### src/rtl/wrc_pkg.sv
package wrc_pkg;
  typedef enum logic [1:0] {
    WS_IDLE  = 2'd0,
    WS_ARMED = 2'd1,
    WS_PROG  = 2'd2
  } wr_state_e;
endpackage

### src/rtl/wrc_wp_filter.sv
module wrc_wp_filter #(
  parameter int WP_MIN = 125
) (
  input  logic clk,
  input  logic rst_n,
  input  logic win_i,
  input  logic wp_i,
  output logic hit_o
);
  localparam int CW = (WP_MIN > 1) ? $clog2(WP_MIN) : 1;

  generate
    if (WP_MIN <= 1) begin : g_direct
      assign hit_o = win_i && wp_i;
    end else begin : g_count
      localparam logic [CW-1:0] LAST = CW'(WP_MIN - 1);
      logic [CW-1:0] run_q;

      always_ff @(posedge clk or negedge rst_n) begin
        if (!rst_n)                run_q <= '0;
        else if (!win_i || !wp_i)  run_q <= '0;
        else if (run_q != LAST)    run_q <= run_q + 1'b1;
      end

      assign hit_o = win_i && wp_i && (run_q == LAST);

      // a qualifying cancel needs protect already high inside the window last clock
      p_hit_needs_history_r9: assert property (@(posedge clk) disable iff (!rst_n)
        hit_o |-> ($past(wp_i) && $past(win_i)));
    end
  endgenerate
endmodule

### src/rtl/wrc_timer.sv
module wrc_timer #(
  parameter int WR_CLKS = 625000
) (
  input  logic clk,
  input  logic rst_n,
  input  logic start_i,
  input  logic run_i,
  output logic expire_o
);
  localparam int CW = (WR_CLKS > 1) ? $clog2(WR_CLKS) : 1;
  localparam logic [CW-1:0] LAST = CW'(WR_CLKS - 1);

  logic [CW-1:0] cnt_q;

  always_ff @(posedge clk or negedge rst_n) begin
    if (!rst_n)                        cnt_q <= '0;
    else if (start_i)                  cnt_q <= '0;
    else if (run_i && cnt_q != LAST)   cnt_q <= cnt_q + 1'b1;
  end

  assign expire_o = run_i && (cnt_q == LAST);

  // the run never starts and expires on the same clock
  p_no_instant_expire_r3: assert property (@(posedge clk) disable iff (!rst_n)
    start_i |=> (WR_CLKS == 1) || !expire_o);
endmodule

### src/rtl/wrc_write_sequencer.sv
module wrc_write_sequencer
  import wrc_pkg::*;
#(
  parameter int WR_CLKS = 625000,
  parameter int WP_MIN  = 125
) (
  input  logic clk,
  input  logic rst_n,
  input  logic d0_capt_i,
  input  logic stop_i,
  input  logic wp_i,
  output logic busy_o,
  output logic commit_o,
  output logic done_o,
  output logic aborted_o,
  output logic poison_o
);
  wr_state_e state_q;
  logic      win, wp_hit, expire, start;

  assign win   = (state_q != WS_IDLE);
  assign start = (state_q == WS_ARMED) && stop_i && !wp_hit;

  wrc_wp_filter #(.WP_MIN(WP_MIN)) u_filter (
    .clk(clk), .rst_n(rst_n), .win_i(win), .wp_i(wp_i), .hit_o(wp_hit)
  );

  wrc_timer #(.WR_CLKS(WR_CLKS)) u_timer (
    .clk(clk), .rst_n(rst_n), .start_i(start),
    .run_i(state_q == WS_PROG), .expire_o(expire)
  );

  always_ff @(posedge clk or negedge rst_n) begin
    if (!rst_n) begin
      state_q   <= WS_IDLE;
      commit_o  <= 1'b0;
      done_o    <= 1'b0;
      aborted_o <= 1'b0;
      poison_o  <= 1'b0;
    end else begin
      commit_o  <= 1'b0;
      done_o    <= 1'b0;
      aborted_o <= 1'b0;
      poison_o  <= 1'b0;
      unique case (state_q)
        WS_IDLE: begin
          if (d0_capt_i) state_q <= WS_ARMED;
        end
        WS_ARMED: begin
          if (wp_hit) begin
            state_q   <= WS_IDLE;
            aborted_o <= 1'b1;
          end else if (stop_i) begin
            state_q  <= WS_PROG;
            commit_o <= 1'b1;
          end
        end
        WS_PROG: begin
          if (wp_hit) begin
            state_q   <= WS_IDLE;
            aborted_o <= 1'b1;
            poison_o  <= 1'b1;
          end else if (expire) begin
            state_q <= WS_IDLE;
            done_o  <= 1'b1;
          end
        end
        default: state_q <= WS_IDLE;
      endcase
    end
  end

  assign busy_o = (state_q == WS_PROG);

  p_idle_stop_ignored_r2: assert property (@(posedge clk) disable iff (!rst_n)
    (state_q == WS_IDLE) |=> !busy_o && !commit_o);

  p_commit_starts_busy_r3: assert property (@(posedge clk) disable iff (!rst_n)
    $rose(busy_o) |-> (commit_o && $past(stop_i)));

  p_done_one_clk_r4: assert property (@(posedge clk) disable iff (!rst_n)
    done_o |=> !done_o);

  p_busy_ends_cleanly_r4: assert property (@(posedge clk) disable iff (!rst_n)
    $fell(busy_o) |-> (done_o || aborted_o));

  p_busy_holds_r5: assert property (@(posedge clk) disable iff (!rst_n)
    (busy_o && !wp_hit && !expire) |=> (busy_o && !commit_o));

  p_poison_with_abort_r8: assert property (@(posedge clk) disable iff (!rst_n)
    poison_o |-> (aborted_o && $past(busy_o)));

  p_done_abort_excl_r10: assert property (@(posedge clk) disable iff (!rst_n)
    !(done_o && aborted_o));
endmodule

### config.mk
export PLATFORM = sky130hd
export DESIGN_NAME = wrc_write_sequencer
export DESIGN_NICKNAME = d
export VERILOG_FILES = /design/src/rtl/wrc_pkg.sv /design/src/rtl/wrc_wp_filter.sv /design/src/rtl/wrc_timer.sv /design/src/rtl/wrc_write_sequencer.sv
export SDC_FILE = /design/constraint.sdc
export NUM_CORES = 1
export LEC_CHECK = 0
export ABC_AREA = 1
export BUFFER_PORTS_ARGS = -buffer_cell sky130_fd_sc_hd__buf_4
export CAP_MARGIN = 0
export CORE_MARGIN = 1
export CORE_UTILIZATION = 28
export CTS_CLUSTER_DIAMETER = 120
export DETAILED_ROUTE_END_ITERATION = 8
export MAX_ROUTING_LAYER = met4
export PLACE_DENSITY_LB_ADDON = 0.05
export SLEW_MARGIN = 20
export SYNTH_ARGS = -nofsm -noshare
export SYNTH_HDL_FRONTEND = slang
export SYNTH_SLANG_ARGS = --single-unit
### constraint.sdc
create_clock -name clk -period 2.2 [get_ports clk]
set_input_delay 0.44 -clock clk [delete_from_list [all_inputs] [get_ports clk]]
set_output_delay 0.44 -clock clk [all_outputs]
set_load 0.05 [all_outputs]
* Word-level counts from Yosys, hierarchy flattened
Cells that the tools add are included.
** Storage, ports and cells
- Flip-flop bits (word level) :: 33
- Bits of input ports :: 5
- Output and inout port bits :: 5
- Word-level logic and storage cells :: 53
** Cells by class
- Add/sub/neg operators :: 2
- Equal/unequal tests :: 9
- Multiplexer cells :: 19
- Reduce and logical (&&, ||, !) cells :: 16
** Operator list (count)
- 20-bit two-way mux :: 2
- 20-bit by 1-bit adder with 20-bit output, second input constant :: 1
- 20-bit equality test, second input constant :: 1
- 20-bit != test, second input constant :: 1
- 7-bit two-way mux :: 2
- 2-bit two-way mux :: 5
- 1-bit two-way mux :: 9
- 7-bit by 1-bit adder with 7-bit output, second input constant :: 1
- 7-bit equality test, second input constant :: 1
- 7-bit != test, second input constant :: 1
- 1-bit logical AND :: 6
- 3-bit != test, second input constant :: 2
- 2-bit case mux with 3 select lines :: 1
- 2-bit nonzero test :: 3
- 1-bit logical NOT :: 3
- 3-bit AND reduction :: 1
- 2-bit by 1-bit equality test with 1-bit output, second input constant :: 1
- 2-bit equality test, second input constant :: 1
- 2-bit logical NOT :: 1
- 2-bit != test, second input constant :: 1
- 2-bit OR reduction :: 1
- 1-bit logical OR :: 1

* Longest topological paths before layout
Gate-level depths: netlist of the first run.
- Depth after elaboration :: 6
- Depth in mapped cells :: 12
- Gate-level depth less buffers :: 11

* Hierarchy
A second synthesis of the first run with hierarchy kept.
** Unflattened totals
- Cell total of the unflattened synthesis :: 313
- Area, all modules :: 2189.6 µm²
** Modules (own cells, without submodules)
- wrc_timer :: instances 1, cells each 222, area an instance 1435.1 µm², sequential area each 500.5 µm²
- wrc_wp_filter :: instances 1, cells each 53, area an instance 426.7 µm², sequential area each 175.2 µm²
- wrc_write_sequencer :: instances 1, cells each 38, area an instance 327.8 µm², sequential area each 150.1 µm²

* Least setup slack after synthesis of the first run
No wires, ideal clock.
- Kind :: register to register
- From :: register state_q[0]
- To :: register u_timer.cnt_q[7]
- Setup time :: 0.118 ns
- Arrival time :: 1.508 ns
- Required time :: 2.082 ns
- Path slack :: 0.574 ns
- Stages on the path, launching flop included :: 9
- Path buffers :: 1
- Cells stage by stage :: dfrtp_1 > inv_1 > ha_1 > nand2_4 > nand2_4 > inv_6 > buf_8 > nand2_1 > nand2_1
** On the way
- Elaborated cells on any way between the ends :: 11
- Classes of those cells :: eq/ne: 2; mux: 1; reduce/logical: 8
** RTL lines
- start, declared :: line wrc_write_sequencer.sv:18 : wr_state_e state_q;
- start signal, assigned :: line wrc_write_sequencer.sv:35 : state_q <= WS_IDLE;
- start signal, assigned :: line wrc_write_sequencer.sv:47 : if (d0_capt_i) state_q <= WS_ARMED;
- start signal, assigned :: line wrc_write_sequencer.sv:51 : state_q <= WS_IDLE;
- 2-bit equality test
- named net busy_o :: line wrc_write_sequencer.sv:12 : output logic busy_o,
- 1-bit logical AND :: line wrc_timer.sv:18 : else if (run_i && cnt_q != LAST) cnt_q <= cnt_q + 1'b1;
- 2-bit nonzero test (no line)
- end signal, assigned :: line wrc_timer.sv:18
- end, declared :: line wrc_timer.sv:13 : logic [CW-1:0] cnt_q;
The timed path passes the listed nets, and every way through them passes these cells.
A chain may end at the register's enable or synchronous reset.

* Worst setup path in the final report of the first run
- From :: register state_q[0]
- To :: register u_timer.cnt_q[7]
** On the way
- Word-level cells in the longest chain between the ends :: 6
- Elaborated cells on any way between the ends :: 11
- Classes of those cells :: eq/ne: 2; mux: 1; reduce/logical: 8
** RTL lines
- 2-bit nonzero test :: line wrc_write_sequencer.sv:21 : assign win = (state_q != WS_IDLE);
- 1-bit logical AND (2 in a row) :: line wrc_wp_filter.sv:25 : assign hit_o = win_i && wp_i && (run_q == LAST);
- 1-bit logical NOT :: line wrc_write_sequencer.sv:22 : assign start = (state_q == WS_ARMED) && stop_i && !wp_hit;
- 1-bit logical AND :: line wrc_write_sequencer.sv:22
- 20-bit two-way mux or 2-bit nonzero test (tied branches)
Several ways; a longest one is shown, not always the timed one.

==> key figures, run 1 <==
Run status
  – Status: completed

Timing
  – Max Slew Vio Count: 0
  – Fin crit share: a little over 80%
  – Final Hold Viols: 0
  – Fin Setup TNS: 0 ns
  – Least-Margin Pin Slew: about 0.45 ns
  – RSZ-0062 raised after global routing: false
  – FMAX: 557 MHz
  – Setup violations, final: 0
  – Worst slew margin: 70.1%
  – Min Tclk post-route: ~1.8 ns
  – Worst Clk Skew: 0.00968 ns
  – Hold WS: 0.0951 ns

Floorplan
  – Die ar.: about 0.008 sq mm
  – Die height: 88.3 um
  – # rows: 31
  – Core area: a little over 0.007 sq mm
  – Die width: ~90 um
  – I/O pin total: 10
  – Initial Util: 28.9%

Global route
  – Vias in the first global route: ~1,800
  – Antenna violations before repair: 0
  – GRT overflow: 0
  – Global-route wire length before repair: roughly 9000 um
  – Pin count of the biggest net entering global routing: 34
  – GRT Total Usage: around 16%

Logic synthesis
  – Avg Inst Size Synth: about 7.3 sq um
  – Share of flip-flops with an asynchronous set or reset: between 90% and 100%
  – Post-synth net total: 296
  – Seq/Total Area, Yosys: about two fifths
  – Synthesis Warnings: 0
  – Synthesis-stage register bit count: 33
  – Mapped Area: about 0.0021 sq mm
  – Post-synth EDFFs: 0
  – Synth Flop Type: dfrtp_1
  – Post-Syn Instances: ~290
  – Post-synthesis cell type count: 30

Setup path
  – Critical path class: flop to flop
  – Worst Path Required: between 2 and 2.5 ns
  – Slowest-stage cell, CP: dfrtp_1
  – CP Data Arrival Time: 2.02 ns
  – Max stage delay on crit path: ~0.38 ns
  – Critical path launch point type: flop
  – Worst path top cell family by delay: simple AND/OR/NAND/NOR gates
  – CP Max Fanout: 18
  – Worst-path cell chain: inv_1 > ha_1 > nor2_2 > nand3_4 > nand3_4 > nand2_4 > inv_6 > nand2_1 > nand2_1
  – CP bufs+invs: 2
  – Kind of end point of the critical path: flop

Layout
  – Share of cells above drive strength 1: 10.6%
  – Seq. cell area: 826 sq um
  – Area of the multi-input gates: about 0.0011 sq mm
  – Finished Cell Area: between 0.002 and 0.0025 sq mm
  – Number of diodes: 0
  – # fillers: approximately 800
  – Syn-to-layout area delta: 13.8%
  – Fin cells: 400
  – Final nets: 311

Routing
  – ANT nets after route: 0
  – DRT Pass-1 Iters: 4
  – Drt via density: 4.48
  – # DRC: 0
  – Total wire length: ~5400 um
  – Total number of vias: around 1,800
  – Routed wire per std cell: between 10 and 15 um
  – First DRT Iteration DRCs: 79

Pwr
  – Sw Ratio: between 30% and 40%
  – VDD IR-drop max: a little over 0.0003 V
  – Logic pwr share: about 30%
  – P per Cell Area: 822 mW/mm^2
  – LEAKAGE: around 1.1 nW
  – Pwr Total: 1.95 mW
  – Switching power total: about 0.73 mW
  – Sequential power share: a little under two fifths
  – Part of the power in the clock network: 30.7%
  – Pint: ~1.2 mW

Clocking
  – Hold-fix buffers at CTS: 0
  – CTS tree: yes
  – Clk Latency, worst-skew pair: about 0.29 ns
  – Htree depth: 2
  – Clock sinks: 33
  – Post-cts sizing count: 0
  – CTS buffer count: 5
  – Post-CTS setup buffer count: 0
  – CTS max path bufs: 2
  – CTS root buf: clkbuf_8
  – Clock transition at path regs: ~0.070 ns

Worst hold path
  – Worst Hold Class: input pin to asynchronous set/reset pin

Place
  – IO Port Bufs: 9
  – Post-DP HPWL: 3980 um
  – Global placer's final weighted congestion: approximately 0.85
  – Placed Area: 0.00226 sq mm
  – Placed cell count: approximately 400

Run
  – Max_cap viols: 0
## cells by family after synthesis
kind of cell    synth area share (%)
simple gates                    40.5
buf+inv                         7.61
flops                           39.6
xor+xnor                        5.46
compound gates                  3.24
fa+ha+maj                       3.60
## cell usage in the layout, fill, tap and decap left out, drive strengths merged, types with 3 or more instances in the layout
| cell | instances |
|---|---|
| inv | 32 |
| nor2 | 40 |
| nand4 | 8 |
| nand3 | 29 |
| nand2 | 98 |
| xor2 | 12 |
| ha | 6 |
| clkbuf | 7 |
| o21ai | 7 |
| buf | 11 |
| nor4 | 3 |
| dfrtp | 33 |
| nor3 | 4 |
## power by group through the flow
stage	sequential, mW	combinational [mW]	clock [mW]
floorplan	0.753	0.485	0
global placement	0.763	0.627	0
detailed placement	0.761	0.618	0
CTS	0.750	0.622	0.628
global route	0.762	0.693	0.655
finish	0.750	0.603	0.600
## path summary, 6_finish.rpt
kind,endpoint,slack (ns),startpoint,cells past startpoint
max,u_timer.cnt_q[7]$_DFFE_PN0P_,0.40,state_q[0]$_DFFE_PN0P_,9
min,state_q[0]$_DFFE_PN0P_,0.1,rst_n,1
max reg2reg,u_timer.cnt_q[7]$_DFFE_PN0P_,0.40,state_q[0]$_DFFE_PN0P_,9
min reg2reg,state_q[0]$_DFFE_PN0P_,0.52,state_q[0]$_DFFE_PN0P_,2
max in group asynchronous,u_timer.cnt_q[13]$_DFFE_PN0P_,1.78,rst_n,1
min in group clk,state_q[0]$_DFFE_PN0P_,0.43,d0_capt_i,3
## per-layer routing
| layer | global-route usage [%] | wire length (um) |
|---|---|---|
| met1 | 21.0 | 2680 |
| met2 | 25.5 | 2510 |
| met3 | 2.89 | 143 |
| met4 | 5.72 | 76 |
| met5 | - | 0 |
## synthesized netlist by cell type (2+ instances only)
library cell   n  share of area [%]
nand2_2        2               0.60
nand2_1       94                 17
dfrtp_1       33                 40
nand2_4        2                1.1
nand3_1       26                6.2
inv_1         28                5.0
inv_2          3               0.54
nor4_1         3               0.90
a21oi_1        2               0.48
nand3_4        2                1.7
nor2_1        38                6.8
or2_1          2               0.60
nand3b_1       2               0.72
ha_1           6                3.6
nor3_1         3               0.72
nor2_2         2               0.60
o21ai_0        6                1.4
xor2_1        12                5.0
nand4_1        8                2.4
## final cells by class
| type | count | share of cell area [%] |
|---|---|---|
| clock inverter | 1 | 1.26 |
| inverter | 32 | 5.27 |
| timing repair buffer | 11 | 3.48 |
| sequential | 33 | 34.8 |
| tap | 99 | 5.21 |
| multi-input combinational | 217 | 46.4 |
| clock buffer | 7 | 3.63 |
## sequential cells by signal (all words and copies together), names as in the netlist
register                count
aborted_o                   1
commit_o                    1
done_o                      1
poison_o                    1
state_q                     2
u_filter.g_count.run_q      7
u_timer.cnt_q              20
## per-stage QoR
step | setup WS, ns | util [%]
finish | 0.404 | 32.9
detailed placement | 0.376 | 31.3
global placement | 0.358 | 31.3
global route | 0.170 | 32.9
CTS | 0.340 | 32.9
floorplan | 0.574 | -
Power figures use the tool's default switching activity.
==> run 2: changes to the inputs <==
Settings changed: ABC_AREA 1 to 0.
Clock period 2.2 ns to 1.8 ns, I/O delays scaled along.
==> key figures, run 2 <==
Logic synthesis
  – Synth area leaders: dfrtp_1, nor2_1, xnor2_1, xor2_1, ha_1
  – Mapped Area: 0.00173 sq mm (-17%)
  – Post-synth EDFFs: 0 (unchanged)
  – Most frequent cell after synthesis: dfrtp_1
  – Post-synthesis cell type count: 38 (+27%)
  – Cell taking the most area after synthesis: dfrtp_1
  – Synthesis-stage register bit count: 33 (unchanged)
  – Avg Inst Size Synth: 9.64 sq um (+32%)
  – Share of the synthesized area in the top cell type: 47.9% (+8.3 points)
  – Post-Syn Instances: 179 (-37%)
  – Synth cell count leaders: dfrtp_1, nor2_1, nand2_1
  – Synth Flop Type: dfrtp_1
  – Post-synth net total: 190 (-36%)
  – Seq/Total Area, Yosys: 47.9% (+8.3 points)
  – Synthesis Warnings: 0 (unchanged)
  – Share of flip-flops with an asynchronous set or reset: 100% (unchanged)

Timing
  – Worst slew margin: 70.2% (+0.10 points)
  – Min Tclk post-route: 1.95 ns (+0.151 ns)
  – Worst Clk Skew: 0.00943 ns (-0.000254 ns)
  – Least-Margin Pin Slew: 0.447 ns (-0.00152 ns)
  – FMAX: 514 MHz (-7.8%)
  – Max Slew Vio Count: 0 (unchanged)
  – Worst setup margin: -0.147 ns (-0.551 ns)
  – RSZ-0062 raised after global routing: true
  – Setup violations, final: 7 (+7)
  – Fin crit share: 108% (+27 points)
  – Final Hold Viols: 0 (unchanged)

Clocking
  – Clock sinks: 33 (unchanged)
  – CTS buffer count: 5 (unchanged)
  – Clock transition at path regs: 0.08 ns (about the same)
  – Htree depth: 2 (unchanged)
  – CTS root buf: clkbuf_8
  – Clk Latency, worst-skew pair: 0.29 ns (about the same)
  – CTS max path bufs: 2 (unchanged)
  – CTS tree: yes

Place
  – Post-Place Worst Slack: -0.187 ns (-0.563 ns)
  – Post-DP HPWL: 3070 um (-23%)
  – IO Port Bufs: 9 (unchanged)
  – Placed Area: 0.00219 sq mm (-2.9%)
  – Global placer's final weighted congestion: 0.817 (-3.7%)

Routing
  – Drt via density: 4.84 (+8.0%)
  – First DRT Iteration DRCs: 55 (-30%)
  – Total wire length: 4230 um (-22%)
  – Routed wire per std cell: 13.6 um (+0.81%)
  – # DRC: 0 (unchanged)
  – DRT Pass-1 Iters: 4 (unchanged)
  – Total number of vias: 1,499 (-16%)
  – ANT nets after route: 0 (unchanged)

Layout
  – Top reg by flops: u_timer.cnt_q
  – Final nets: 245 (-21%)
  – Max reg flops: 20 (unchanged)
  – # fillers: 588 (-26%)
  – Largest regs: u_timer.cnt_q (20), u_filter.g_count.run_q (7), state_q (2)
  – Number of diodes: 0 (unchanged)
  – Share of cells above drive strength 1: 38.3% (+28 points)
  – Post-Route Utilization: 40.9% (+8.0 points)
  – Most common cell after layout, fill and taps aside: buf_4
  – Syn-to-layout area delta: 40.3%
  – Finished Cell Area: 0.00242 sq mm (+1.9%)
  – Commonest cells after routing, fill and taps aside: buf_4, dfrtp_1, nor2_1

Global route
  – GRT overflow: 0 (unchanged)
  – Antenna violations before repair: 0 (unchanged)
  – Vias in the first global route: 1,481 (-20%)
  – Pin count of the biggest net entering global routing: 34 (unchanged)
  – GRT Total Usage: 14.9% (-1.4 points)
  – Global-route wire length before repair: 7070 um (-23%)

Floorplan
  – Die ar.: 0.00648 sq mm (-17%)
  – # rows: 28 (-9.7%)
  – Initial Util: 29.1% (+0.21 points)
  – Die height: 80.5 um (-8.9%)
  – Core area: 0.00592 sq mm (-18%)
  – I/O pin total: 10 (unchanged)
  – Die width: 80.5 um (-8.9%)

Pwr
  – Logic pwr share: 37.7% (+6.8 points)
  – Pwr Total: 2.27 mW (+16%)
  – Pint: 1.49 mW (+22%)
  – VDD IR-drop max: 0.000374 V (+22%)
  – P per Cell Area: 938 mW/mm^2 (+14%)
  – Sequential power share: 37.5% (-0.9 points)
  – Switching power total: 0.781 mW (+6.5%)
  – LEAKAGE: 1.09 nW (-4.5%)
  – Sw Ratio: 34.4% (-3.1 points)
  – Part of the power in the clock network: 24.8% (-5.9 points)

Setup path
  – Max stage delay on crit path: 0.47 ns (+0.09 ns)
  – CP bufs+invs: 1 (-1)
  – Critical path launch point type: flop
  – CP Max Fanout: 2 (-16)
  – Critical path class: flop to flop
  – Reg2reg setup slack: -0.15 ns (-0.55 ns)
  – Worst path top cell family by delay: simple AND/OR/NAND/NOR gates
  – Kind of end point of the critical path: flop
  – Slowest-stage cell, CP: or4b_4
  – Worst-path cell chain: ha_2 > or4b_4 > nor4_4 > buf_4 > a21oi_4 > o32a_1
  – CP Data Arrival Time: 2.11 ns (+0.09 ns)
  – Worst Path Required: 1.97 ns (-0.46 ns)

Worst hold path
  – Worst Hold Class: input pin to asynchronous set/reset pin

Run status
  – Status: finished, violations left
  – Failing checks: setup timing

Run
  – Max_cap viols: 0 (unchanged)
==> run 2: cell families (layout without fill, tap and decap cells) <==
kind of cell	Yosys count	after routing	synth area share [%]
buffers and inverters	11	67	2.61
adders and majority gates	6	6	4.35
and+or+nand+nor	90	90	28.1
muxes	1	1	0.580
DFF	33	33	47.9
xor gates and xnor gates	18	18	9.14
AOI/OAI and AO/OA	20	20	7.32
==> run 2: what timing repair did <==
action | 4_1_cts | 5_1_grt
buffers inserted | 1 | 5
hold buffers | 0 | 0
pin swaps | 2 | 11
hold endpoints to repair | 0 | 0
endpoints found under the setup margin | 9 | 14
resized for setup | 12 | 18
==> run 2: worst paths after layout <==
check,from,end,cells after the start
worst min-delay path,rst_n,u_timer.cnt_q[7]$_DFFE_PN0P_,1
worst min register to register,u_filter.g_count.run_q[5]$_DFFE_PN0N_,u_filter.g_count.run_q[5]$_DFFE_PN0N_,2
worst max-delay path,u_timer.cnt_q[1]$_DFFE_PN0P_,state_q[0]$_DFFE_PN0P_,6
min in group clk,d0_capt_i,state_q[1]$_DFFE_PN0P_,4
max in group asynchronous,rst_n,u_timer.cnt_q[0]$_DFFE_PN0P_,1
worst max register to register,u_timer.cnt_q[1]$_DFFE_PN0P_,state_q[0]$_DFFE_PN0P_,6
==> run 2: cell type report <==
| cell class | count | area (sq um) | share of cell area (%) |
|---|---|---|---|
| repair buffers | 53 | 402 | 16.6 |
| inverters | 6 | 22.5 | 0.930 |
| well taps | 75 | 93.8 | 3.88 |
| clock buffers | 5 | 68.8 | 2.84 |
| multi-input cells | 135 | 991 | 40.9 |
| flip-flops and latches | 33 | 826 | 34.1 |
| clock inverters | 3 | 17.5 | 0.724 |
==> run 2: power by group through the flow <==
| stage | sequential, mW | combinational, mW | clock [mW] |
|---|---|---|---|
| 3_3_place_gp | 0.860 | 0.750 | 0 |
| 4_1_cts | 0.850 | 0.808 | 0.590 |
| 5_1_grt | 0.864 | 0.946 | 0.623 |
| 3_5_place_dp | 0.863 | 0.768 | 0 |
| 2_1_floorplan | 0.899 | 0.405 | 0 |
| 6_report | 0.853 | 0.856 | 0.562 |
==> run 2: per-layer routing <==
layer	vias to the layer above	track usage (%)	wire (um)
li1	741	-	-
met1	736	18.8	2060
met2	17	24.1	2030
met3	5	3.75	112
met4	0	3.21	34
met5	-	-	0
==> run 2: metrics by stage <==
stage	setup TNS (ns)	instances	hold slack, ns
6_report	-0.408	310	0.0154
5_1_grt	-1.49	310	0.0376
4_1_cts	-0.593	307	0.0357
3_5_place_dp	-1.14	298	0.353
3_3_place_gp	-0.907	298	0.339
2_1_floorplan	-0.708	179	0.0644
==> run 2: worst reg2reg max path: stages (launching register included) <==
cell and delay, ns:
dfrtp_1 0.36, ha_2 0.18, or4b_4 0.47, nor4_4 0.26
buf_4 0.18, a21oi_4 0.06, o32a_1 0.33
